`config.mk`:
```
export PLATFORM = sky130hd
export DESIGN_NAME = pll_lock_window_det
export DESIGN_NICKNAME = d
export VERILOG_FILES = /design/src/rtl/pll_ld_pkg.sv /design/src/rtl/ld_edge_pair_timer.sv /design/src/rtl/ld_run_counter.sv /design/src/rtl/ld_hold_ctrl.sv /design/src/rtl/pll_lock_window_det.sv
export SDC_FILE = /design/constraint.sdc
export NUM_CORES = 1
export LEC_CHECK = 0
export BUFFER_PORTS_ARGS = -buffer_cell sky130_fd_sc_hd__buf_2
export CORE_MARGIN = 3
export CORE_UTILIZATION = 57
export CTS_CLUSTER_DIAMETER = 40
export DETAILED_ROUTE_END_ITERATION = 10
export GPL_TIMING_DRIVEN = 0
export PLACE_DENSITY_LB_ADDON = 0.08
export SKIP_CTS_REPAIR_TIMING = 1
export SLEW_MARGIN = 20
export SYNTH_ARGS = -nofsm -noshare
export SYNTH_HDL_FRONTEND = slang
export SYNTH_SLANG_ARGS = --single-unit
```
`constraint.sdc`:
```
create_clock -name clk -period 4.5 [get_ports clk]
set_input_delay 0.45 -clock clk [delete_from_list [all_inputs] [get_ports clk]]
set_output_delay 0.45 -clock clk [all_outputs]
set_load 0.1 [all_outputs]
```
`src/rtl/pll_ld_pkg.sv`:
```
// Shared types for the windowed lock detector.
package pll_ld_pkg;
    // Pair timer state: idle, or awaiting the partner of a reference or feedback edge.
    typedef enum logic [1:0] {
        PAIR_IDLE     = 2'd0,
        PAIR_WAIT_FB  = 2'd1,
        PAIR_WAIT_REF = 2'd2
    } pair_state_e;

    // One finished comparison: valid for one cycle, good when inside the window.
    typedef struct packed {
        logic valid;
        logic good;
    } cmp_res_t;
endpackage

```
`src/rtl/ld_edge_pair_timer.sv`:
```
// Measures the gap between a reference pulse and a feedback pulse in
// sampling cycles, whichever comes first, and emits one pass/fail result
// per pair. Assumes pulses are one cycle wide and synchronous to clk.
// A lone edge fails once the window has elapsed; a repeated edge of the
// same kind while waiting also fails and is consumed.
module ld_edge_pair_timer
    import pll_ld_pkg::*;
#(
    parameter int WIN_W = 8
) (
    input  logic             clk,
    input  logic             rst_n,
    input  logic             ref_pulse,
    input  logic             fb_pulse,
    input  logic [WIN_W-1:0] win_cycles,
    output cmp_res_t         res
);
    localparam int ELAP_W = WIN_W + 1;

    pair_state_e       state, nxt_state;
    logic [ELAP_W-1:0] elap, nxt_elap;
    cmp_res_t          nxt_res;
    logic [ELAP_W-1:0] win_ext;
    logic              partner, same_kind;

    assign win_ext = {1'b0, win_cycles};

    // Next-state logic: start a pair, close it, or time it out.
    always_comb begin
        nxt_state = state;
        nxt_elap  = elap;
        nxt_res   = '0;
        partner   = (state == PAIR_WAIT_FB) ? fb_pulse  : ref_pulse;
        same_kind = (state == PAIR_WAIT_FB) ? ref_pulse : fb_pulse;
        case (state)
            PAIR_IDLE: begin
                if (ref_pulse && fb_pulse) begin
                    nxt_res.valid = 1'b1;
                    nxt_res.good  = 1'b1;
                end else if (ref_pulse) begin
                    nxt_state = PAIR_WAIT_FB;
                    nxt_elap  = ELAP_W'(1);
                end else if (fb_pulse) begin
                    nxt_state = PAIR_WAIT_REF;
                    nxt_elap  = ELAP_W'(1);
                end
            end
            default: begin
                if (partner) begin
                    nxt_res.valid = 1'b1;
                    nxt_res.good  = (elap <= win_ext);
                    nxt_state     = PAIR_IDLE;
                end else if (same_kind || (elap >= win_ext)) begin
                    nxt_res.valid = 1'b1;
                    nxt_res.good  = 1'b0;
                    nxt_state     = PAIR_IDLE;
                end else begin
                    nxt_elap = ELAP_W'(elap + 1'b1);
                end
            end
        endcase
    end

    // State, elapsed count and result registers.
    always_ff @(posedge clk) begin
        if (!rst_n) begin
            state <= PAIR_IDLE;
            elap  <= '0;
            res   <= '0;
        end else begin
            state <= nxt_state;
            elap  <= nxt_elap;
            res   <= nxt_res;
        end
    end


    same_cycle_pass_chk: assert property (@(posedge clk) disable iff (!rst_n)
        (state == PAIR_IDLE && ref_pulse && fb_pulse) |=> (res.valid && res.good));


    repeat_edge_fail_chk: assert property (@(posedge clk) disable iff (!rst_n)
        (state == PAIR_WAIT_FB && ref_pulse && !fb_pulse) |=> (res.valid && !res.good));
endmodule

```
`src/rtl/ld_run_counter.sv`:
```
// Counts consecutive passing comparisons up to a threshold and holds there.
// A failing comparison clears the count. Threshold 0 is treated as 1.
// Assumes the result input is valid for one cycle per comparison.
module ld_run_counter
    import pll_ld_pkg::*;
#(
    parameter int CNT_W = 16
) (
    input  logic             clk,
    input  logic             rst_n,
    input  cmp_res_t         res,
    input  logic [CNT_W-1:0] thresh,
    output logic             reached
);
    logic [CNT_W-1:0] run;
    logic [CNT_W-1:0] eff;

    assign eff     = (thresh == '0) ? CNT_W'(1) : thresh;
    assign reached = (run >= eff);

    // Run count: clear on a miss, step on a pass, clamp at the threshold.
    always_ff @(posedge clk) begin
        if (!rst_n) begin
            run <= '0;
        end else if (res.valid) begin
            if (!res.good)
                run <= '0;
            else if (run >= eff)
                run <= eff;
            else
                run <= CNT_W'(run + 1'b1);
        end
    end


    miss_clears_chk: assert property (@(posedge clk) disable iff (!rst_n)
        (res.valid && !res.good) |=> !reached);


    run_holds_chk: assert property (@(posedge clk) disable iff (!rst_n)
        (reached && !(res.valid && !res.good) && $stable(thresh)) |=> reached);
endmodule

```
`src/rtl/ld_hold_ctrl.sv`:
```
// Tracks the holdover state. Requests entry one cycle after lock falls,
// unless loss detection is disabled or holdover is already active. Requests
// exit once the exit run count is reached while in holdover. Assumes lock
// and the exit flag come from registered run counters.
module ld_hold_ctrl (
    input  logic clk,
    input  logic rst_n,
    input  logic lock_now,
    input  logic exit_reached,
    input  logic loss_hold_dis,
    output logic hold_enter,
    output logic hold_exit
);
    logic lock_prev;
    logic in_hold;
    logic enter_cond;
    logic exit_cond;

    assign enter_cond = lock_prev && !lock_now && !loss_hold_dis && !in_hold;
    assign exit_cond  = in_hold && exit_reached;

    // Holdover flag and the single-cycle request pulses.
    always_ff @(posedge clk) begin
        if (!rst_n) begin
            lock_prev  <= 1'b0;
            in_hold    <= 1'b0;
            hold_enter <= 1'b0;
            hold_exit  <= 1'b0;
        end else begin
            lock_prev  <= lock_now;
            hold_enter <= enter_cond;
            hold_exit  <= exit_cond;
            if (enter_cond)
                in_hold <= 1'b1;
            else if (exit_cond)
                in_hold <= 1'b0;
        end
    end


    enter_respects_dis_chk: assert property (@(posedge clk) disable iff (!rst_n)
        hold_enter |-> !$past(loss_hold_dis));


    exit_needs_hold_chk: assert property (@(posedge clk) disable iff (!rst_n)
        hold_exit |-> !in_hold);


    enter_pulse_chk: assert property (@(posedge clk) disable iff (!rst_n)
        hold_enter |=> !hold_enter);


    requests_exclusive_chk: assert property (@(posedge clk) disable iff (!rst_n)
        !(hold_enter && hold_exit));
endmodule

```
`src/rtl/pll_lock_window_det.sv`:
```
// Top of the windowed lock detector: one pair timer feeds two run counters
// (lock and holdover exit) that share the same window result, and a holdover
// controller turns their flags into entry and exit requests.
module pll_lock_window_det
    import pll_ld_pkg::*;
#(
    parameter int WIN_W = 8,
    parameter int CNT_W = 16
) (
    input  logic             clk,
    input  logic             rst_n,
    input  logic             ref_pulse,
    input  logic             fb_pulse,
    input  logic [WIN_W-1:0] win_cycles,
    input  logic [CNT_W-1:0] lock_thresh,
    input  logic [CNT_W-1:0] hexit_thresh,
    input  logic             loss_hold_dis,
    output logic             lock,
    output logic             hold_enter,
    output logic             hold_exit
);
    localparam int N_RUNS = 2;

    cmp_res_t                     cmp;
    logic [N_RUNS-1:0][CNT_W-1:0] thr_sel;
    logic [N_RUNS-1:0]            hit;

    assign thr_sel = {hexit_thresh, lock_thresh};

    ld_edge_pair_timer #(.WIN_W(WIN_W)) u_timer (
        .clk        (clk),
        .rst_n      (rst_n),
        .ref_pulse  (ref_pulse),
        .fb_pulse   (fb_pulse),
        .win_cycles (win_cycles),
        .res        (cmp)
    );

    for (genvar g = 0; g < N_RUNS; g++) begin : g_run
        ld_run_counter #(.CNT_W(CNT_W)) u_run (
            .clk     (clk),
            .rst_n   (rst_n),
            .res     (cmp),
            .thresh  (thr_sel[g]),
            .reached (hit[g])
        );
    end

    assign lock = hit[0];

    ld_hold_ctrl u_hold (
        .clk           (clk),
        .rst_n         (rst_n),
        .lock_now      (hit[0]),
        .exit_reached  (hit[1]),
        .loss_hold_dis (loss_hold_dis),
        .hold_enter    (hold_enter),
        .hold_exit     (hold_exit)
    );


    lock_needs_pass_chk: assert property (@(posedge clk) disable iff (!rst_n)
        $rose(lock) |-> $past(cmp.valid && cmp.good));
endmodule

```
==> reports/results.txt, run 1 <==
Hold Crit Class: input port to flip-flop
Post-synth EDFFs: 0
Core ar.: 6460 um2
Seq cells post-synth: 49
DP Area: 4200 um2
Synth-to-Final Area Change: 11.8%
initial DRC count: 236
area share of the largest cell type after synthesis: 0.253
TritonCTS Sinks: 49
Mapped Cells: 502
dpl ws: 1.06 ns
Final period util: 0.776
largest cells by area after synthesis: dfxtp_1 (25%), ha_1 (14%), inv_1 (5.6%), nand2_1 (4.9%), a21oi_1 (4.4%)
worst-skew pair later-pin latency: 0.31 ns
post-route minimum period: 3.49 ns
Hold Vio Cnt, Final: 0
synthesized area per cell: 7.72 um2
Async S/R FF share, synth: 0
Ant. Diodes: 0
Via Count: 3981
slowest stage delay, CP: 0.47 ns
Synth area leader: dfxtp_1
syn_nets: 590
Pleak: 1.93 nW
antenna viol nets, final: 0
status: finished clean
Cell Area, Synth: 3870 um2
Netlist cell types: 66
top_reg_cell synth: dfxtp_1
Max Root-Sink Buffers: 2
gpl congestion: 0.878
Setup Viol. Count Final: 0
Ports: 48
Worst Clk Skew: 0.00971 ns
HPWL Detailed: 7.79 mm
slowest cell on the critical path: buf_2
worst relative slew slack: 0.435
CTS tree: built
crit-path cells: buf_2 -> nor4_1 -> a41o_1 -> ha_1 -> and3_1 -> o21ai_1 -> a311o_1 -> a31oi_4 -> buf_2 -> buf_2
row cnt: 29
fillers: 592
Die Wd: 88.5 um
Fin Setup TNS: 0 ns
type of the worst setup path: input port to output port
initial antenna violation count: 0
cell mode on critical path: buf_2
Die Span Y: 88.5 um
TritonCTS Buffers: 5
Root Buffer: clkbuf_8
Power Dens Cells: 217 nW/um2
port buffer count: 45
fraction of layout cells with a size suffix above 1: 0.135
Finished Cell Area: 4330 um2
CTS clock-pin slew for the worst setup and hold paths: 0.09 ns
Worst Path Arrival: 3.04 ns
full die area: 7820 um2
Setup crit start kind: input port
via/cell ratio: 6.30
Pins Over Slew Limit: 0
total gr overflow: 0
Starting Density: 0.600
H-tree levels: 2
worst slew pin tran: 0.843 ns
drt first pass iters: 5
wire length of the first global-routing pass: 16.7 mm
max-cap violations: 0
top cell family by delay on the critical path: compound AO/OA/AOI/OAI gates
Crit. End Element: output port
number of global-route vias before repair: 3611
CP required: 4.05 ns
per-cell routed wire length: 15.8 um
crit-path max FO: 10
FMAX: 286 MHz
top post-synthesis cells by count: inv_1 (58), nand2_1 (51), dfxtp_1 (49)
Buf/Inv on CP: 3
layout net count: 642
Max VDD drop: 0.000157 V
final wirelength: 10.0 mm
largest net degree at the start of global routing: 16
RSZ-0062 raised after global routing: no
DRC Markers: 0
sequential fraction of the synthesis area: 0.253
top-count cell post-synth: inv_1
Setup WS post-layout: 1.01 ns
warning count from the yosys run: 0
gr usage total: 0.264
metrics by stage:
| step | cells | power [mW] | hold slack (ns) | utilization |
|---|---|---|---|---|
| 5_1_grt | 632 | 0.978 | 0.348 | 0.670 |
| 6_report | 632 | 0.941 | 0.353 | 0.670 |
| 4_1_cts | 632 | 0.944 | 0.340 | 0.670 |
| 3_5_place_dp | 624 | 0.575 | 0.462 | 0.650 |
| 3_3_place_gp | 624 | 0.571 | 0.446 | 0.650 |
| 2_1_floorplan | 502 | 0.525 | 0.434 | - |
placed cells by master (no fill, tap or decap), types with 12 or more instances in the layout:
cell type,synthesis,layout
inv_1,58,58
nand2_1,51,51
dfxtp_1,49,49
buf_2,2,47
ha_1,43,43
a21oi_1,34,34
nor2_1,25,25
o21ai_1,24,24
nand3_1,20,20
nor3_1,17,17
clkbuf_1,16,16
nand4_1,13,13
nor4_1,12,12
final cells by class:
type	instances	area, um2	share of cell area
plain buffers	18	70.1	0.0162
clock buffers	5	68.8	0.0159
clock inverters	3	65.1	0.0150
inverters	59	221	0.0511
multi-input cells	376	2600	0.601
flip-flops and latches	49	981	0.227
well taps	77	96.3	0.0222
repair buffers	45	225	0.0520
cell families (layout without fill, tap and decap cells):
| kind of cell | Yosys count | in the layout | synth area share |
|---|---|---|---|
| compound gates | 138 | 138 | 0.255 |
| buf+inv | 77 | 130 | 0.0752 |
| flops | 49 | 49 | 0.253 |
| simple gates | 185 | 185 | 0.253 |
| mux | 6 | 6 | 0.0158 |
| fa+ha+maj | 43 | 43 | 0.139 |
| xor+xnor | 4 | 4 | 0.00904 |
metal layers:
layer,global-route usage,share of wire,vias to the layer above
met1,0.350,0.45,1876
met5,0,0,-
met2,0.457,0.48,126
met4,0.0618,0.017,0
met3,0.0335,0.050,25
li1,-,-,1954
power by group:
part	internal [mW]	switching, mW	total, mW
clock network	0.221	0.154	0.375
registers	0.437	0.00461	0.442
logic	0.0481	0.0766	0.125
final timing paths:
| path | end | cells past startpoint | start | slack [ns] |
|---|---|---|---|---|
| worst max-delay path | lock | 10 | lock_thresh[1] | 1.01 |
| worst min-delay path | u_hold.hold_enter$_SDFF_PN0_ | 2 | loss_hold_dis | 0.35 |
| worst max register to register | g_run[0].u_run.run[10]$_SDFFE_PN0P_ | 7 | g_run[0].u_run.run[13]$_SDFFE_PN0P_ | 1.87 |
| worst min register to register | u_timer.elap[8]$_SDFFE_PN0P_ | 2 | u_timer.elap[8]$_SDFFE_PN0P_ | 0.48 |
flip-flops by register name, summed over array words and instances, names as in the netlist:
signal / cells
u_hold.lock_prev: 1
u_hold.hold_exit: 1
u_hold.in_hold: 1
u_timer.res: 2
u_hold.hold_enter: 1
u_timer.state: 2
u_timer.elap: 9
g_run.u_run.run: 32
Note: power is estimated with default switching activity, not from simulation.
==> inputs of run 2 (changes only) <==
--- a/config.mk
+++ b/config.mk
@@ -7,7 +7,7 @@
 export LEC_CHECK = 0
 export BUFFER_PORTS_ARGS = -buffer_cell sky130_fd_sc_hd__buf_2
 export CORE_MARGIN = 3
-export CORE_UTILIZATION = 57
+export CORE_UTILIZATION = 53
 export CTS_CLUSTER_DIAMETER = 40
 export DETAILED_ROUTE_END_ITERATION = 10
 export GPL_TIMING_DRIVEN = 0
==> constraint.sdc (replaced) <==
create_clock -name clk -period 3 [get_ports clk]
set_input_delay 0.3 -clock clk [delete_from_list [all_inputs] [get_ports clk]]
set_output_delay 0.3 -clock clk [all_outputs]
set_load 0.1 [all_outputs]
==> run 2 against run 1 <==
Worst hold slack worse by 0.16 ns. Die area is 7.0% higher. Global-route usage is 1.7 points lower. Combinational power is 49% higher. Setup slack worse by 0.92 ns. Critical path type unchanged.
==> reports/results.txt, run 2 (same netlist as run 1, synthesis figures left out) <==
FF/Latch Area: 981 um2 (unchanged)
max-cap violations: 0 (unchanged)
HPWL Detailed: 7.87 mm (+1.0%)
Largest register FFs: 32 (unchanged)
Ports: 48 (unchanged)
commonest non-fill, non-tap cells in the layout: inv_1 (58), nand2_1 (51), dfxtp_1 (49)
Synth-to-Final Area Change: 11.9%
multi-input combinational cell area: 2610 um2 (+0.24%)
hold slack: 0.196 ns (-0.157 ns)
worst-skew pair later-pin latency: 0.31 ns (about the same)
Worst Path Arrival: 2.61 ns (-0.43 ns)
fin cells: 653 (+3.3%)
port buffer count: 45 (unchanged)
Core ar.: 6940 um2 (+7.5%)
Crit. End Element: output port
Via Count: 3859 (-3.1%)
final wirelength: 10.1 mm (+0.39%)
per-cell routed wire length: 15.4 um (-2.8%)
Pins Over Slew Limit: 0 (unchanged)
register-to-register path setup slack: 0.29 ns (-1.58 ns)
Hold Crit Class: input port to flip-flop
Seq pwr share: 0.530 (+0.061)
CTS tree: built
RSZ-0062 raised after global routing: no
Switch Pwr: 0.360 mW (+53%)
gr usage total: 0.247 (-0.0166)
Die Span Y: 91.5 um (+3.5%)
post-route minimum period: 2.91 ns
H-tree levels: 2 (unchanged)
Max Root-Sink Buffers: 2 (unchanged)
TritonCTS Sinks: 49 (unchanged)
Final period util: 0.971
Min-Delay Path Depth: 2 (unchanged)
crit-path max FO: 10 (unchanged)
wire length of the first global-routing pass: 17.1 mm (+2.5%)
number of global-route vias before repair: 3740 (+3.6%)
antenna viol nets, final: 0 (unchanged)
top flop regs: g_run.u_run.run (32), u_timer.elap (9)
Worst Clk Skew: 0.00374 ns (-0.00597 ns)
CTS clock-pin slew for the worst setup and hold paths: 0.09 ns (about the same)
Setup crit start kind: input port
row cnt: 30 (+3.4%)
TritonCTS Buffers: 5 (unchanged)
Int Pwr: 0.890 mW (+26%)
Post-Place Cells: 643 (+3.0%)
Die Wd: 91.5 um (+3.5%)
power share of the combinational group: 0.149 (+0.016)
full die area: 8370 um2 (+7.0%)
Power Total: 1.25 mW (+33%)
via/cell ratio: 5.91 (-6.2%)
clock power share: 0.321 (-0.077)
gpl congestion: 0.865 (-1.5%)
Root Buffer: clkbuf_8
fillers: 667 (+13%)
Fin Setup TNS: 0 ns (unchanged)
initial DRC count: 149 (-37%)
CP required: 2.70 ns (-1.35 ns)
worst relative slew slack: 0.459 (+0.0244)
switching part of the total power: 0.288 (+0.0381)
worst slew pin tran: 0.806 ns (-0.0363 ns)
type of the worst setup path: input port to output port
total gr overflow: 0 (unchanged)
Setup Viol. Count Final: 0 (unchanged)
Biggest register: g_run.u_run.run
Pleak: 1.91 nW (-0.67%)
layout net count: 644 (+0.31%)
drt first pass iters: 4 (-1)
most common cell after layout, fill and taps aside: inv_1
FMAX: 343 MHz
largest net degree at the start of global routing: 16 (unchanged)
Hold Vio Cnt, Final: 0 (unchanged)
Power Dens Cells: 288 nW/um2 (+33%)
Starting Density: 0.558 (-0.0419)
initial antenna violation count: 0 (unchanged)
Register-to-Register Path Depth: 8 (+1)
status: finished clean
Max VDD drop: 0.000234 V (+50%)
fraction of layout cells with a size suffix above 1: 0.140 (+0.00490)
DRC Markers: 0 (unchanged)
Ant. Diodes: 0 (unchanged)
Final Util: 0.625 (-0.0460)
## run 2: worst paths after layout
path	start	end
worst max-delay path	lock_thresh[1]	lock
worst min-delay path	loss_hold_dis	u_hold.hold_enter$_SDFF_PN0_
worst max register to register	g_run[0].u_run.run[13]$_SDFFE_PN0P_	g_run[0].u_run.run[10]$_SDFFE_PN0P_
worst min register to register	u_timer.elap[8]$_SDFFE_PN0P_	u_timer.elap[8]$_SDFFE_PN0P_
## run 2: power groups by stage
stage | Clock, mW | Sequential (mW) | Combinational, mW
final | 0.401 | 0.662 | 0.186
after CTS | 0.410 | 0.662 | 0.185
after global routing | 0.440 | 0.664 | 0.211
after floorplan | 0 | 0.676 | 0.113
after global placement | 0 | 0.677 | 0.179
after detailed placement | 0 | 0.677 | 0.184
## run 2: layout make-up
cell class,count,area share
Multi-Input combinational cell,376,0.602
Sequential cell,49,0.226
Timing Repair Buffer,47,0.0568
Inverter,59,0.0511
Tap cell,96,0.0277
Buffer,18,0.0167
Clock buffer,5,0.0159
Clock inverter,3,0.00404
## run 2: worst max-delay path, cell delays in order
cell and delay [ns]:
buf_2 0.12, nor4_1 0.38, a41o_1 0.28, ha_1 0.13
and3_1 0.13, o21ai_1 0.06, a311o_1 0.44, a31oi_4 0.24
clkbuf_4 0.27, buf_6 0.25
## run 2: routing by layer
metal | wire length (um) | vias up | GRT usage | share of wire
met3 | 565 | 19 | 0.0431 | 0.056
met1 | 4560 | 1783 | 0.323 | 0.45
li1 | - | 1946 | - | -
met2 | 4740 | 111 | 0.409 | 0.47
met5 | 0 | - | 0 | 0
met4 | 181 | 0 | 0.0854 | 0.018
## run 2: through the flow
stage / instance area (um2) / worst slack, ns
global route: 4340 / 0.0153
detailed placement: 4220 / -0.293
CTS: 4310 / -0.293
floorplan: 3870 / 0.296
finish: 4340 / 0.0882
global placement: 4220 / -0.263
==> inputs of run 3 (changes only) <==
--- a/config.mk
+++ b/config.mk
@@ -7,7 +7,7 @@
 export LEC_CHECK = 0
 export BUFFER_PORTS_ARGS = -buffer_cell sky130_fd_sc_hd__buf_2
 export CORE_MARGIN = 3
-export CORE_UTILIZATION = 53
+export CORE_UTILIZATION = 35
 export CTS_CLUSTER_DIAMETER = 40
 export DETAILED_ROUTE_END_ITERATION = 10
 export GPL_TIMING_DRIVEN = 0
==> run 3 against run 2 <==
Worst hold slack lost 0.012 ns. Core utilization fell by 20 points. Cell area grew 2.8%. Via count is 1.6% lower. Fmax rose by 2.6%. Non-clock buffer count grew 2. Setup slack gained 0.074 ns.
==> reports/results.txt, run 3 (same netlist as run 1, synthesis figures left out) <==
Final period util: 0.946 (-0.0246)
wire length of the first global-routing pass: 18.4 mm (+7.8%)
port buffer count: 45 (unchanged)
status: finished clean
worst-skew pair later-pin latency: 0.31 ns (about the same)
Ports: 48 (unchanged)
Core ar.: 10600 um2 (+52%)
DRC Markers: 0 (unchanged)
CTS clock-pin slew for the worst setup and hold paths: 0.10 ns (about the same)
post-route minimum period: 2.84 ns (-0.0737 ns)
crit-path max FO: 10 (unchanged)
CTS tree: built
Die Span Y: 111 um (+22%)
Max VDD drop: 0.000272 V (+16%)
total gr overflow: 0 (unchanged)
HPWL Detailed: 8.54 mm (+8.5%)
worst relative slew slack: 0.423 (-0.0359)
Pleak: 1.95 nW (+2.0%)
TritonCTS Buffers: 5 (unchanged)
Fin Setup TNS: 0 ns (unchanged)
DP Area: 4270 um2 (+1.2%)
TritonCTS Sinks: 49 (unchanged)
Synth-to-Final Area Change: 15.1%
RSZ-0062 raised after global routing: no
Die Wd: 111 um (+22%)
Worst Path Arrival: 2.54 ns (-0.07 ns)
Crit. End Element: output port
initial DRC count: 218 (+46%)
Power Total: 1.43 mW (+15%)
H-tree levels: 2 (unchanged)
Via Count: 3799 (-1.6%)
fillers: 1113 (+67%)
max-cap violations: 0 (unchanged)
Worst Clk Skew: 0.00463 ns (+0.000886 ns)
Starting Density: 0.367 (-0.191)
type of the worst setup path: input port to output port
Hold Vio Cnt, Final: 0 (unchanged)
fraction of layout cells with a size suffix above 1: 0.147 (+0.00665)
antenna viol nets, final: 0 (unchanged)
full die area: 12400 um2 (+48%)
gpl congestion: 0.812 (-6.2%)
most common cell after layout, fill and taps aside: inv_1
top flop regs: g_run.u_run.run (32), u_timer.elap (9)
layout net count: 646 (+0.31%)
Setup Viol. Count Final: 0 (unchanged)
via/cell ratio: 5.47 (-7.5%)
final wirelength: 11.1 mm (+10%)
Biggest register: g_run.u_run.run
largest net degree at the start of global routing: 16 (unchanged)
Hold Crit Class: input port to flip-flop
Root Buffer: clkbuf_8
gr usage total: 0.179 (-0.0688)
commonest non-fill, non-tap cells in the layout: inv_1 (58), nand2_1 (51), dfxtp_1 (49)
Max Root-Sink Buffers: 2 (unchanged)
per-cell routed wire length: 15.9 um (+3.3%)
drt first pass iters: 4 (unchanged)
row cnt: 37 (+23%)
CP required: 2.70 ns (about the same)
Finished Cell Area: 4460 um2 (+2.8%)
hold slack: 0.185 ns (-0.0115 ns)
Largest register FFs: 32 (unchanged)
Pins Over Slew Limit: 0 (unchanged)
Setup crit start kind: input port
worst slew pin tran: 0.859 ns (+0.0521 ns)
Ant. Diodes: 0 (unchanged)
FMAX: 352 MHz (+2.6%)
number of global-route vias before repair: 3764 (+0.64%)
Power Dens Cells: 321 nW/um2 (+12%)
initial antenna violation count: 0 (unchanged)
==> run 3: worst paths after layout <==
| check | end | slack [ns] | cells after the start | startpoint |
|---|---|---|---|---|
| worst min register to register | u_hold.in_hold$_SDFFE_PN0P_ | 0.47 | 2 | u_hold.in_hold$_SDFFE_PN0P_ |
| worst max-delay path | lock | 0.16 | 10 | lock_thresh[9] |
| worst min-delay path | u_hold.hold_enter$_SDFF_PN0_ | 0.18 | 2 | loss_hold_dis |
| worst max register to register | g_run[0].u_run.run[10]$_SDFFE_PN0P_ | 0.29 | 9 | g_run[0].u_run.run[13]$_SDFFE_PN0P_ |
==> run 3: final cells by class <==
| type | instances | area, um2 | share of cell area |
|---|---|---|---|
| multi-input combinational | 376 | 2620 | 0.587 |
| clock buffer | 5 | 68.8 | 0.0154 |
| clock inverter | 3 | 65.1 | 0.0146 |
| timing repair buffer | 49 | 262 | 0.0586 |
| buffer | 18 | 72.6 | 0.0163 |
| tap | 136 | 170 | 0.0382 |
| sequential | 49 | 981 | 0.220 |
| inverter | 59 | 221 | 0.0497 |
==> run 3: power breakdown <==
| group | switching [mW] | total [mW] | internal [mW] | leakage (nW) |
|---|---|---|---|---|
| clock | 0.248 | 0.580 | 0.332 | 0.0681 |
| combinational | 0.119 | 0.191 | 0.0728 | 1.49 |
| sequential | 0.00662 | 0.662 | 0.656 | 0.396 |
| total | 0.373 | 1.43 | 1.06 | 1.95 |
==> run 3: through the flow <==
step | std cells | worst slack (ns) | util
6_report | 695 | 0.162 | 0.422
5_1_grt | 695 | 0.00867 | 0.422
4_1_cts | 691 | -0.347 | 0.417
3_5_place_dp | 683 | -0.353 | 0.405
3_3_place_gp | 683 | -0.317 | 0.405
2_1_floorplan | 502 | 0.296 | -
==> run 3: critical path, stage by stage <==
cell	delay (ns)
buf_2	0.12
nor4_1	0.32
a41o_1	0.28
ha_1	0.13
and3_1	0.13
o21ai_1	0.07
a311o_1	0.44
a31oi_4	0.25
buf_4	0.24
buf_6	0.25
==> run 3: per-layer routing <==
layer | up-vias | track usage | share of wire
met5 | - | 0 | 0
met4 | 0 | 0.0324 | 0.0046
met3 | 4 | 0.0262 | 0.042
met2 | 73 | 0.301 | 0.46
met1 | 1770 | 0.244 | 0.49
li1 | 1952 | - | -
